--- src/rtl/bcd_store_pkg.sv ---
package bcd_store_pkg;

  localparam int N_SLOTS = 6;
  localparam int N_MAIN  = 3;
  localparam int SLOT_W  = 3;

  typedef logic [3:0] bcd_digit_t;

  typedef struct packed {
    logic              hit;
    logic [SLOT_W-1:0] slot;
  } slot_dec_t;

  // Main group: 0 entry, 1 working, 2 accumulator. Temp group: 1..3 -> slots 3..5.
  function automatic slot_dec_t decode_slot(input logic grp, input logic [1:0] sel);
    slot_dec_t r;
    r.hit  = 1'b0;
    r.slot = '0;
    if (!grp) begin
      if (sel != 2'd3) begin
        r.hit  = 1'b1;
        r.slot = {1'b0, sel};
      end
    end else if (sel != 2'd0) begin
      r.hit  = 1'b1;
      r.slot = SLOT_W'(sel) + SLOT_W'(2);
    end
    return r;
  endfunction

  function automatic bcd_digit_t write_value(input logic use_new, input bcd_digit_t new_d,
                                             input bcd_digit_t old_d, input bcd_digit_t inh);
    return (use_new ? new_d : old_d) & ~inh;
  endfunction

endpackage

--- src/rtl/bcd_addr_decode.sv ---
module bcd_addr_decode
  import bcd_store_pkg::*;
(
  input  logic              grp,
  input  logic [1:0]        sel,
  output logic              hit,
  output logic [SLOT_W-1:0] slot
);
  slot_dec_t d;
  always_comb begin
    d    = decode_slot(grp, sel);
    hit  = d.hit;
    slot = d.slot;
  end
endmodule

--- src/rtl/bcd_phase_timer.sv ---
module bcd_phase_timer #(
  parameter int PULSE_CYC = 4
) (
  input  logic clk,
  input  logic rst_n,
  input  logic start,
  output logic accept,
  output logic busy,
  output logic wr_phase,
  output logic read_end,
  output logic write_end
);
  localparam int CW = $clog2(PULSE_CYC + 1);

  typedef enum logic [1:0] {PH_IDLE, PH_READ, PH_WRITE} phase_t;
  phase_t      phase;
  logic [CW-1:0] cnt;
  logic        last;

  assign last      = (cnt == CW'(PULSE_CYC - 1));
  assign accept    = start && (phase == PH_IDLE);
  assign busy      = (phase != PH_IDLE);
  assign wr_phase  = (phase == PH_WRITE);
  assign read_end  = (phase == PH_READ) && last;
  assign write_end = (phase == PH_WRITE) && last;

  always_ff @(posedge clk or negedge rst_n) begin
    if (!rst_n) begin
      phase <= PH_IDLE;
      cnt   <= '0;
    end else begin
      unique case (phase)
        PH_IDLE:  if (accept) begin phase <= PH_READ; cnt <= '0; end
        PH_READ:  if (last) begin phase <= PH_WRITE; cnt <= '0; end
                  else cnt <= cnt + 1'b1;
        PH_WRITE: if (last) begin phase <= PH_IDLE; cnt <= '0; end
                  else cnt <= cnt + 1'b1;
        default:  phase <= PH_IDLE;
      endcase
    end
  end

  assert_accept_enters_read_R2: assert property (@(posedge clk) disable iff (!rst_n)
    (start && !busy) |=> (busy && !wr_phase));
  assert_write_follows_read_R2: assert property (@(posedge clk) disable iff (!rst_n)
    read_end |=> (busy && wr_phase));
  assert_busy_ends_after_write_R2: assert property (@(posedge clk) disable iff (!rst_n)
    write_end |=> !busy);
endmodule

--- src/rtl/bcd_bit_plane.sv ---
module bcd_bit_plane #(
  parameter int DEPTH      = 192,
  parameter int MAIN_DEPTH = 96,
  parameter int IDX_W      = 8
) (
  input  logic             clk,
  input  logic             rst_n,
  input  logic [IDX_W-1:0] idx,
  input  logic             rd_clear,
  input  logic             wr_en,
  input  logic             wr_bit,
  input  logic             clr_main,
  output logic             rd_bit
);
  logic [DEPTH-1:0] cells;

  assign rd_bit = cells[idx];

  always_ff @(posedge clk or negedge rst_n) begin
    if (!rst_n) begin
      cells <= '0;
    end else begin
      if (rd_clear) cells[idx] <= 1'b0;
      if (wr_en)    cells[idx] <= wr_bit;
      if (clr_main) cells[MAIN_DEPTH-1:0] <= '0;
    end
  end

  assert_clear_wins_R10: assert property (@(posedge clk) disable iff (!rst_n)
    (clr_main && int'(idx) < MAIN_DEPTH) |=> !rd_bit);
endmodule

--- src/rtl/bcd_core_store.sv ---
module bcd_core_store
  import bcd_store_pkg::*;
#(
  parameter int NUM_DIGITS = 32,
  parameter int PULSE_CYC  = 4,
  parameter int DIG_W      = $clog2(NUM_DIGITS)
) (
  input  logic             clk,
  input  logic             rst_n,
  input  logic             start,
  input  logic             reg_grp,
  input  logic [1:0]       reg_sel,
  input  logic [DIG_W-1:0] digit_idx,
  input  logic             wsel_new,
  input  logic [3:0]       wr_data,
  input  logic [3:0]       inhibit,
  input  logic             mclr,
  output logic             busy,
  output logic             wr_phase,
  output logic [3:0]       rd_data
);
  localparam int DEPTH      = N_SLOTS * NUM_DIGITS;
  localparam int MAIN_DEPTH = N_MAIN * NUM_DIGITS;
  localparam int IDX_W      = $clog2(DEPTH);

  logic              accept, read_end, write_end;
  logic              dec_hit;
  logic [SLOT_W-1:0] dec_slot;
  logic              cur_hit, cur_new;
  logic [SLOT_W-1:0] cur_slot;
  logic [DIG_W-1:0]  cur_digit;
  bcd_digit_t        cur_wdata, cur_inh, cell_bits, wr_bits;
  logic [IDX_W-1:0]  cur_idx;
  logic              rd_fire, wr_fire;

  bcd_phase_timer #(.PULSE_CYC(PULSE_CYC)) u_timer (
    .clk(clk), .rst_n(rst_n), .start(start), .accept(accept), .busy(busy),
    .wr_phase(wr_phase), .read_end(read_end), .write_end(write_end)
  );

  bcd_addr_decode u_dec (.grp(reg_grp), .sel(reg_sel), .hit(dec_hit), .slot(dec_slot));

  always_ff @(posedge clk or negedge rst_n) begin
    if (!rst_n) begin
      cur_hit   <= 1'b0;
      cur_new   <= 1'b0;
      cur_slot  <= '0;
      cur_digit <= '0;
      cur_wdata <= '0;
      cur_inh   <= '0;
    end else if (accept) begin
      cur_hit   <= dec_hit;
      cur_new   <= wsel_new;
      cur_slot  <= dec_slot;
      cur_digit <= digit_idx;
      cur_wdata <= wr_data;
      cur_inh   <= inhibit;
    end
  end

  assign cur_idx = IDX_W'(cur_slot) * IDX_W'(NUM_DIGITS) + IDX_W'(cur_digit);
  assign rd_fire = read_end && cur_hit;
  assign wr_fire = write_end && cur_hit;
  assign wr_bits = write_value(cur_new, cur_wdata, rd_data, cur_inh);

  always_ff @(posedge clk or negedge rst_n) begin
    if (!rst_n)        rd_data <= '0;
    else if (read_end) rd_data <= cur_hit ? cell_bits : 4'd0;
  end

  for (genvar b = 0; b < 4; b++) begin : g_plane
    bcd_bit_plane #(.DEPTH(DEPTH), .MAIN_DEPTH(MAIN_DEPTH), .IDX_W(IDX_W)) u_plane (
      .clk(clk), .rst_n(rst_n), .idx(cur_idx), .rd_clear(rd_fire),
      .wr_en(wr_fire), .wr_bit(wr_bits[b]), .clr_main(mclr), .rd_bit(cell_bits[b])
    );
  end

  assert_read_destroys_R4: assert property (@(posedge clk) disable iff (!rst_n)
    rd_fire |=> (cell_bits == 4'd0));
  assert_busy_start_ignored_R3: assert property (@(posedge clk) disable iff (!rst_n)
    (start && busy) |=> ($stable(cur_idx) && $stable(cur_wdata) && $stable(cur_inh)));
  assert_inhibit_blocks_ones_R6: assert property (@(posedge clk) disable iff (!rst_n)
    (wr_fire && !mclr) |=> ((cell_bits & $past(cur_inh)) == 4'd0));
  assert_unmapped_reads_zero_R8: assert property (@(posedge clk) disable iff (!rst_n)
    (read_end && !cur_hit) |=> (rd_data == 4'd0));
endmodule

--- config.mk ---
export PLATFORM = sky130hd
export DESIGN_NAME = bcd_core_store
export DESIGN_NICKNAME = d
export VERILOG_FILES = /design/src/rtl/bcd_store_pkg.sv /design/src/rtl/bcd_addr_decode.sv /design/src/rtl/bcd_phase_timer.sv /design/src/rtl/bcd_bit_plane.sv /design/src/rtl/bcd_core_store.sv
export SDC_FILE = /design/constraint.sdc
export NUM_CORES = 2
export LEC_CHECK = 0
export ABC_AREA = 1
export CAP_MARGIN = 15
export CORE_MARGIN = 3
export CORE_UTILIZATION = 60
export DETAILED_ROUTE_END_ITERATION = 7
export HOLD_SLACK_MARGIN = 0.05
export PLACE_DENSITY = 0.78
export SLEW_MARGIN = 20
export SYNTH_ARGS = -nofsm -noshare
export SYNTH_HDL_FRONTEND = slang
export SYNTH_SLANG_ARGS = --single-unit
--- constraint.sdc ---
create_clock -name clk -period 3.7 [get_ports clk]
set_input_delay 0.74 -clock clk [delete_from_list [all_inputs] [get_ports clk]]
set_output_delay 0.74 -clock clk [all_outputs]
set_load 0.1 [all_outputs]
# Yosys cells after proc, flatten, opt, wreduce, memory -nomap -nowiden
# Index checks and enable logic that the tools add are counted.
totals:
  register_bits: 795
  output_inout_bits: 6
  wordCells: 83
  mem_bits_rw: 0
  latchBits: 0
  memories: 0
  input_bits: 21
  rom_bits: 0
op_classes:
  n_eq_ne: 7
  n_reduce_logical: 13
  shifts: 0
  mul: 0
  div_mod_pow: 0
  n_bitwise: 7
  order_cmp: 2
  n_addsub: 3
  mux: 38
ops:
  columns: ["op", "count"]
  rows:
  - ["192-bit 2-to-1 mux", 8]
  - ["192-bit bitwise AND", 4]
  - ["192-bit bitwise mux", 4]
  - ["96-bit 2-to-1 mux", 4]
  - ["192-bit NOT", 1]
  - ["1-bit binary-select mux with 8-bit select", 4]
  - ["4-bit 2-to-1 mux", 5]
  - ["8-bit by 9-bit less-than comparator with 1-bit output, second input constant", 1]
  - ["8-bit by 5-bit adder with 8-bit output", 1]
  - ["1-bit demux with 8-bit select", 1]
  - ["8-bit by 1-bit greater-or-equal comparator with 1-bit output, second input constant", 1]
  - ["1-bit logical AND", 6]
  - ["2-bit 2-to-1 mux", 3]
  - ["3-bit 2-to-1 mux", 2]
  - ["2-bit case mux with 3 select lines", 1]
  - ["3-bit case mux with 2 select lines", 1]
  - ["2-bit nonzero test", 3]
  - ["1-bit 2-to-1 mux", 5]
  - ["4-bit bitwise AND", 1]
  - ["2-bit by 1-bit inequality test with 1-bit output, second input constant", 2]
  - ["2-bit inequality test, second input constant", 2]
  - ["4-bit NOT", 1]
  - ["2-bit by 2-bit adder with 3-bit output, second input constant", 1]
  - ["3-bit by 1-bit adder with 3-bit output, second input constant", 1]
  - ["7 further kinds", 7]

# Logic depth before layout (Yosys ltp)
logic_depth:
  ltp_word: 11
  ltp_mapped: 19
  depth_no_buf: 15

# Modules after synthesis
# From an unflattened synthesis, not the netlist that was laid out.
unflattened:
  hier_cells: 6116
  hier_area_um2: 44174.9
by_module_without_submodules:
  columns: ["module", "cells_each", "area_per_inst_um2", "instances", "seq_area_each_um2"]
  rows:
  - ["bcd_bit_plane (g_plane[1].u_plane ...)", 1486, 10687.8, 2, 4804.6]
  - ["bcd_bit_plane (g_plane[3].u_plane)", 1486, 10720.3, 1, 4804.6]
  - ["bcd_bit_plane (g_plane[0].u_plane)", 1486, 10699.0, 1, 4804.6]
  - ["bcd_core_store", 114, 1007.2, 1, 550.5]
  - ["bcd_phase_timer", 45, 319.1, 1, 125.1]
  - ["bcd_addr_decode", 13, 53.8, 1, 0.0]

# Least setup slack after synthesis
# No wires, ideal clock.
synth_timing:
  kind: "register -> register"
  from: "register u_timer.phase[0]"
  to: "register g_plane[2].u_plane.cells[162]"
  arrival_ps: 2481
  n_path_buf: 2
  required_ps: 3566
  setup_ps: 134
  slack_ps: 1085
  synth_period_minus_slack_ps: 2615
  stages_incl_launch_ff: 10
  cell_sequence: "dfrtp_1 inv_1 ha_1 nand3_1 inv_2 buf_2 buf_2 nand2_1 nand3_1 o21ai_0"
synth_between:
  word_cells_on_any_way: 9
  cone_classes: "eq/ne (2); mux (3); reduce/logical (4)"
synth_rtl:
  columns: ["element", "line_no", "text"]
  rows:
  - ["from (decl)", "bcd_phase_timer.sv:16", "phase_t phase;"]
  - ["from (signal assigned)", "bcd_phase_timer.sv:29", "phase <= PH_IDLE;"]
  - ["from (signal assigned)", "bcd_phase_timer.sv:33", "PH_IDLE: if (accept) begin phase <= PH_READ; cnt <= '0; end"]
  - ["from (signal assigned)", "bcd_phase_timer.sv:34", "PH_READ: if (last) begin phase <= PH_WRITE; cnt <= '0; end"]
  - ["2-bit equality test", null, null]
  - ["via wr_phase", "bcd_core_store.sv:19", "output logic wr_phase,"]
  - ["1-bit logical AND", "bcd_phase_timer.sv:25", "assign write_end = (phase == PH_WRITE) && last;"]
  - ["1-bit logical AND", "bcd_core_store.sv:63", "assign wr_fire = write_end && cur_hit;"]
  - ["192-bit 2-to-1 mux", "bcd_bit_plane.sv:24", "if (wr_en) cells[idx] <= wr_bit;"]
  - ["to (signal, indexed assignment)", "bcd_bit_plane.sv:24", null]
  - ["to (decl)", "bcd_bit_plane.sv:15", "logic [DEPTH-1:0] cells;"]
# The timed path passes the listed nets, and every way through them passes these cells.
# A chain may end at the register's enable or synchronous reset.

# Worst setup path in the final report
layout_timing:
  from: "register rd_data[0]"
  to: "output port rd_data[0]"
layout_rtl:
  columns: ["element", "line_no", "text"]
  rows:
  - ["from (decl)", "bcd_core_store.sv:20", "output logic [3:0] rd_data"]
  - ["from (signal assigned)", "bcd_core_store.sv:68", "else if (read_end) rd_data <= cur_hit ? cell_bits : 4'd0;"]
# No word-level cell between the ends.

==> impl_metrics.ini <==
[timing]
fin_skew_ns = 0.0221
slew_headroom_pct = 23.4
grt_setup_unrepaired = false
worstMarginPinSlew_ns = 1.15
final.setup.worst_slack_ns = 0.615
fin_crit_ns = 3.09
finalCritPeriodShare_pct = 83.4
setup_viol = 0
finalMaxSlewViolations = 0
fmax_mhz = 324
finalHoldViolations = 0
tns_ns = 0

[power]
power.switching_uw = 10700
switching_share_pct = 41.7
clockPowerShare_pct = 33.6
seqPwrFrac_pct = 35.3
p_int_uw = 15000
leakagePower_uw = 0.0201
ir_worst_vdd_mv = 1.07
cellPowerDensity_mw_per_mm2 = 572
pwr-share-comb_pct = 31.1

[floorplan]
core_area_mm2 = 0.0675
die_w_um = 268
die_h_um = 268
io_pins = 27
start_util_pct = 60.9
dieArea_mm2 = 0.0717
rows = 95

[worst_setup_path]
path_class = reg2out
cp_data_required_time_ns = 2.96
worstPathCellList = clkdlybuf4s50_1
cp-end-kind = primary output
cp-start-kind = register
critical-path-top-delay-family = buffers and inverters
worst_path_largest_cell_delay_ns = 1.20
critical_path_arrival_ns = 2.35
cp_slowest_cell = clkdlybuf4s50_1
critPathMaxFanout = 3
cp_num_buf_inv = 1

[clock_tree]
cts_resized = 0
htree_levels = 3
cts_tree = done
postCtsSetupRepairBufs = 0
root_buffer = clkbuf_16
clock_latency_ns = 0.64
cts.sinks = 795
clk_pin_slew_ns = 0.06
cts_max_path_buffers = 3
cts_made_buffers = 85

[yosys]
syn_avg_cell_area_um2 = 7.19
synthFlopType = dfrtp_1
syn-cell-area_mm2 = 0.0411
ys_seq_elements = 795
syn-instance-count = 5719
ys_seq_area_share_pct = 48.4
synth-compound-area-share_pct = 10.3
synth-xor-area-share_pct = 0
synth_cell_types = 27
synth_top_family_by_area = simple AND/OR/NAND/NOR gates
syn_nets = 5745
synth_edf_count = 0
ys_warn_count = 0
synthSimpleGateAreaFrac_pct = 36.8
muxShareOfSynthArea_pct = 0.219
async_flop_share_pct = 100
synthAdderAreaFrac_pct = 0.152

[status]
outcome = finished, violations left
violations = design-rule violations

[route]
routedWlPerCell_um = 20.2
route.detailed.drc = 3
wl_um = 131000
first_pass_iters = 8
dr.first_iter.drc_count = 5078
vias_per_cell = 6.10
num_vias = 39700
antenna_left = 0

[final_layout]
fill_cells = 5793
finalNetCount = 5601
mostFrequentLayoutCell = nand2_1
final_cell_mix = nand2_1 (2734), dfrtp_1 (793), nand3_1 (546)
drive_gt1_share_pct = 6.99
n_antenna_cell = 0
multiInputGateArea_mm2 = 0.0196
layout.cells.non_filler = 6509
syn_to_final_growth_pct = 9.10
regArea_mm2 = 0.0199

[global_route]
grt_pass1_vias = 37800
antenna_found_initial = 1
grt-ovfl-total = 0
grt_max_degree = 150
track_usage_pct = 36.8
grt_pass1_wl_um = 208000

[place]
hpwl_um = 75600
dp_cells = 6360
portBuffers = 26
dp_worst_setup_slack_ns = 0.939
gp_congestion = 0.888

[hold_path]
min_path_type = reg2reg

[flow_run]
max_cap_viol_count = 0
flip-flops by register name (all words and copies together) (netlist names):
name / cells
cur_inh: 4
g_plane.u_plane.cells: 768
rd_data: 4
cur_wdata: 4
cur_digit: 5
cur_new: 1
u_timer.cnt: 3
cur_hit: 1
u_timer.phase: 2
cur_slot: 3
cell families after synthesis:
family	count (synthesis)
AO/OA/AOI/OAI	844
adder cells (fa/ha/maj)	5
buffers and inverters	403
flip-flops	795
multiplexers	8
AND/OR/NAND/NOR	3664
power by group through the flow:
stage	combinational, µW	sequential, µW	clock (µW)
after global routing	8110	9070	9020
final	7990	9060	8630
after CTS	7620	9050	8670
after global placement	7640	9200	0
after detailed placement	7610	9210	0
after floorplan	4410	9100	0
per-stage QoR:
| stage | utilization, % | hold WS (ns) | total power (µW) | area, µm² |
|---|---|---|---|---|
| 2_1_floorplan | - | 0.444 | 13500 | 41100 |
| 3_3_place_gp | 62.3 | 0.494 | 16800 | 42100 |
| 3_5_place_dp | 62.3 | 0.498 | 16800 | 42100 |
| 4_1_cts | 66.5 | 0.513 | 25300 | 44900 |
| 5_1_grt | 66.5 | 0.530 | 26200 | 44900 |
| 6_report | 66.5 | 0.510 | 25700 | 44900 |
timing repair:
item / CTS / global route
hold buffers: 1 / 0
endpoints found under the hold margin: 12 / 0
setup endpoints to repair: 0 / 0
worst paths after layout:
kind / endpoint / startpoint / cells past startpoint / slack [ns]
hold / removal: cur_wdata[0] / cur_wdata[0] / 1 / 0.51
hold reg to reg: cur_wdata[0] / cur_wdata[0] / 1 / 0.51
setup / recovery: rd_data[0] / rd_data[0] / 1 / 0.61
min in group asynchronous: g_plane[0].u_plane.cells[143] / rst_n / 2 / 0.65
setup reg to reg: g_plane[3].u_plane.cells[49] / cur_digit[0] / 9 / 0.78
max in group asynchronous: g_plane[0].u_plane.cells[126] / rst_n / 4 / 2.03
metal layers:
layer	track usage, %	vias to the layer above	share of wire [%]
met1	51.8	18700	40
met5	0	-	0
li1	-	18200	-
met4	17.7	0	5.0
met2	55.3	2397	43
met3	7.43	391	12
worst register-to-register path, delay by kind of cell (launching register included):
kind	cells	cell delay, ns
AO/OA/AOI/OAI	2	0.30
buffers and inverters	3	0.90
flip-flops	1	0.50
AND/OR/NAND/NOR	4	1.08
Yosys cell counts (2+ instances only):
| library cell | count | area [µm²] |
|---|---|---|
| nand4_1 | 15 | 93.8 |
| a31oi_1 | 3 | 18.8 |
| dfrtp_1 | 795 | 19900 |
| nor2_1 | 248 | 931 |
| nor3_2 | 88 | 881 |
| o21ai_1 | 86 | 430 |
| nand2_1 | 2734 | 10300 |
| nand3_1 | 547 | 2740 |
| mux2_2 | 8 | 90.1 |
| inv_2 | 42 | 158 |
| buf_4 | 5 | 37.5 |
| buf_6 | 3 | 33.8 |
| ha_1 | 5 | 62.6 |
| nor2_4 | 4 | 45.0 |
| buf_2 | 135 | 676 |
| nor3_1 | 2 | 10.0 |
| a21oi_1 | 399 | 2000 |
| inv_1 | 18 | 67.6 |
| buf_1 | 12 | 45.0 |
| nor2_2 | 24 | 150 |
| o21ai_0 | 353 | 1770 |
| clkbuf_1 | 188 | 706 |
final cells by class:
type	instances	share of cell area, %
multi-input combinational	4521	43.6
sequential	795	44.4
clock buffer	129	5.72
timing repair buffer	112	2.82
inverter	60	0.541
clock inverter	19	0.491
tap	873	2.43
Power figures use the tool's default switching activity.
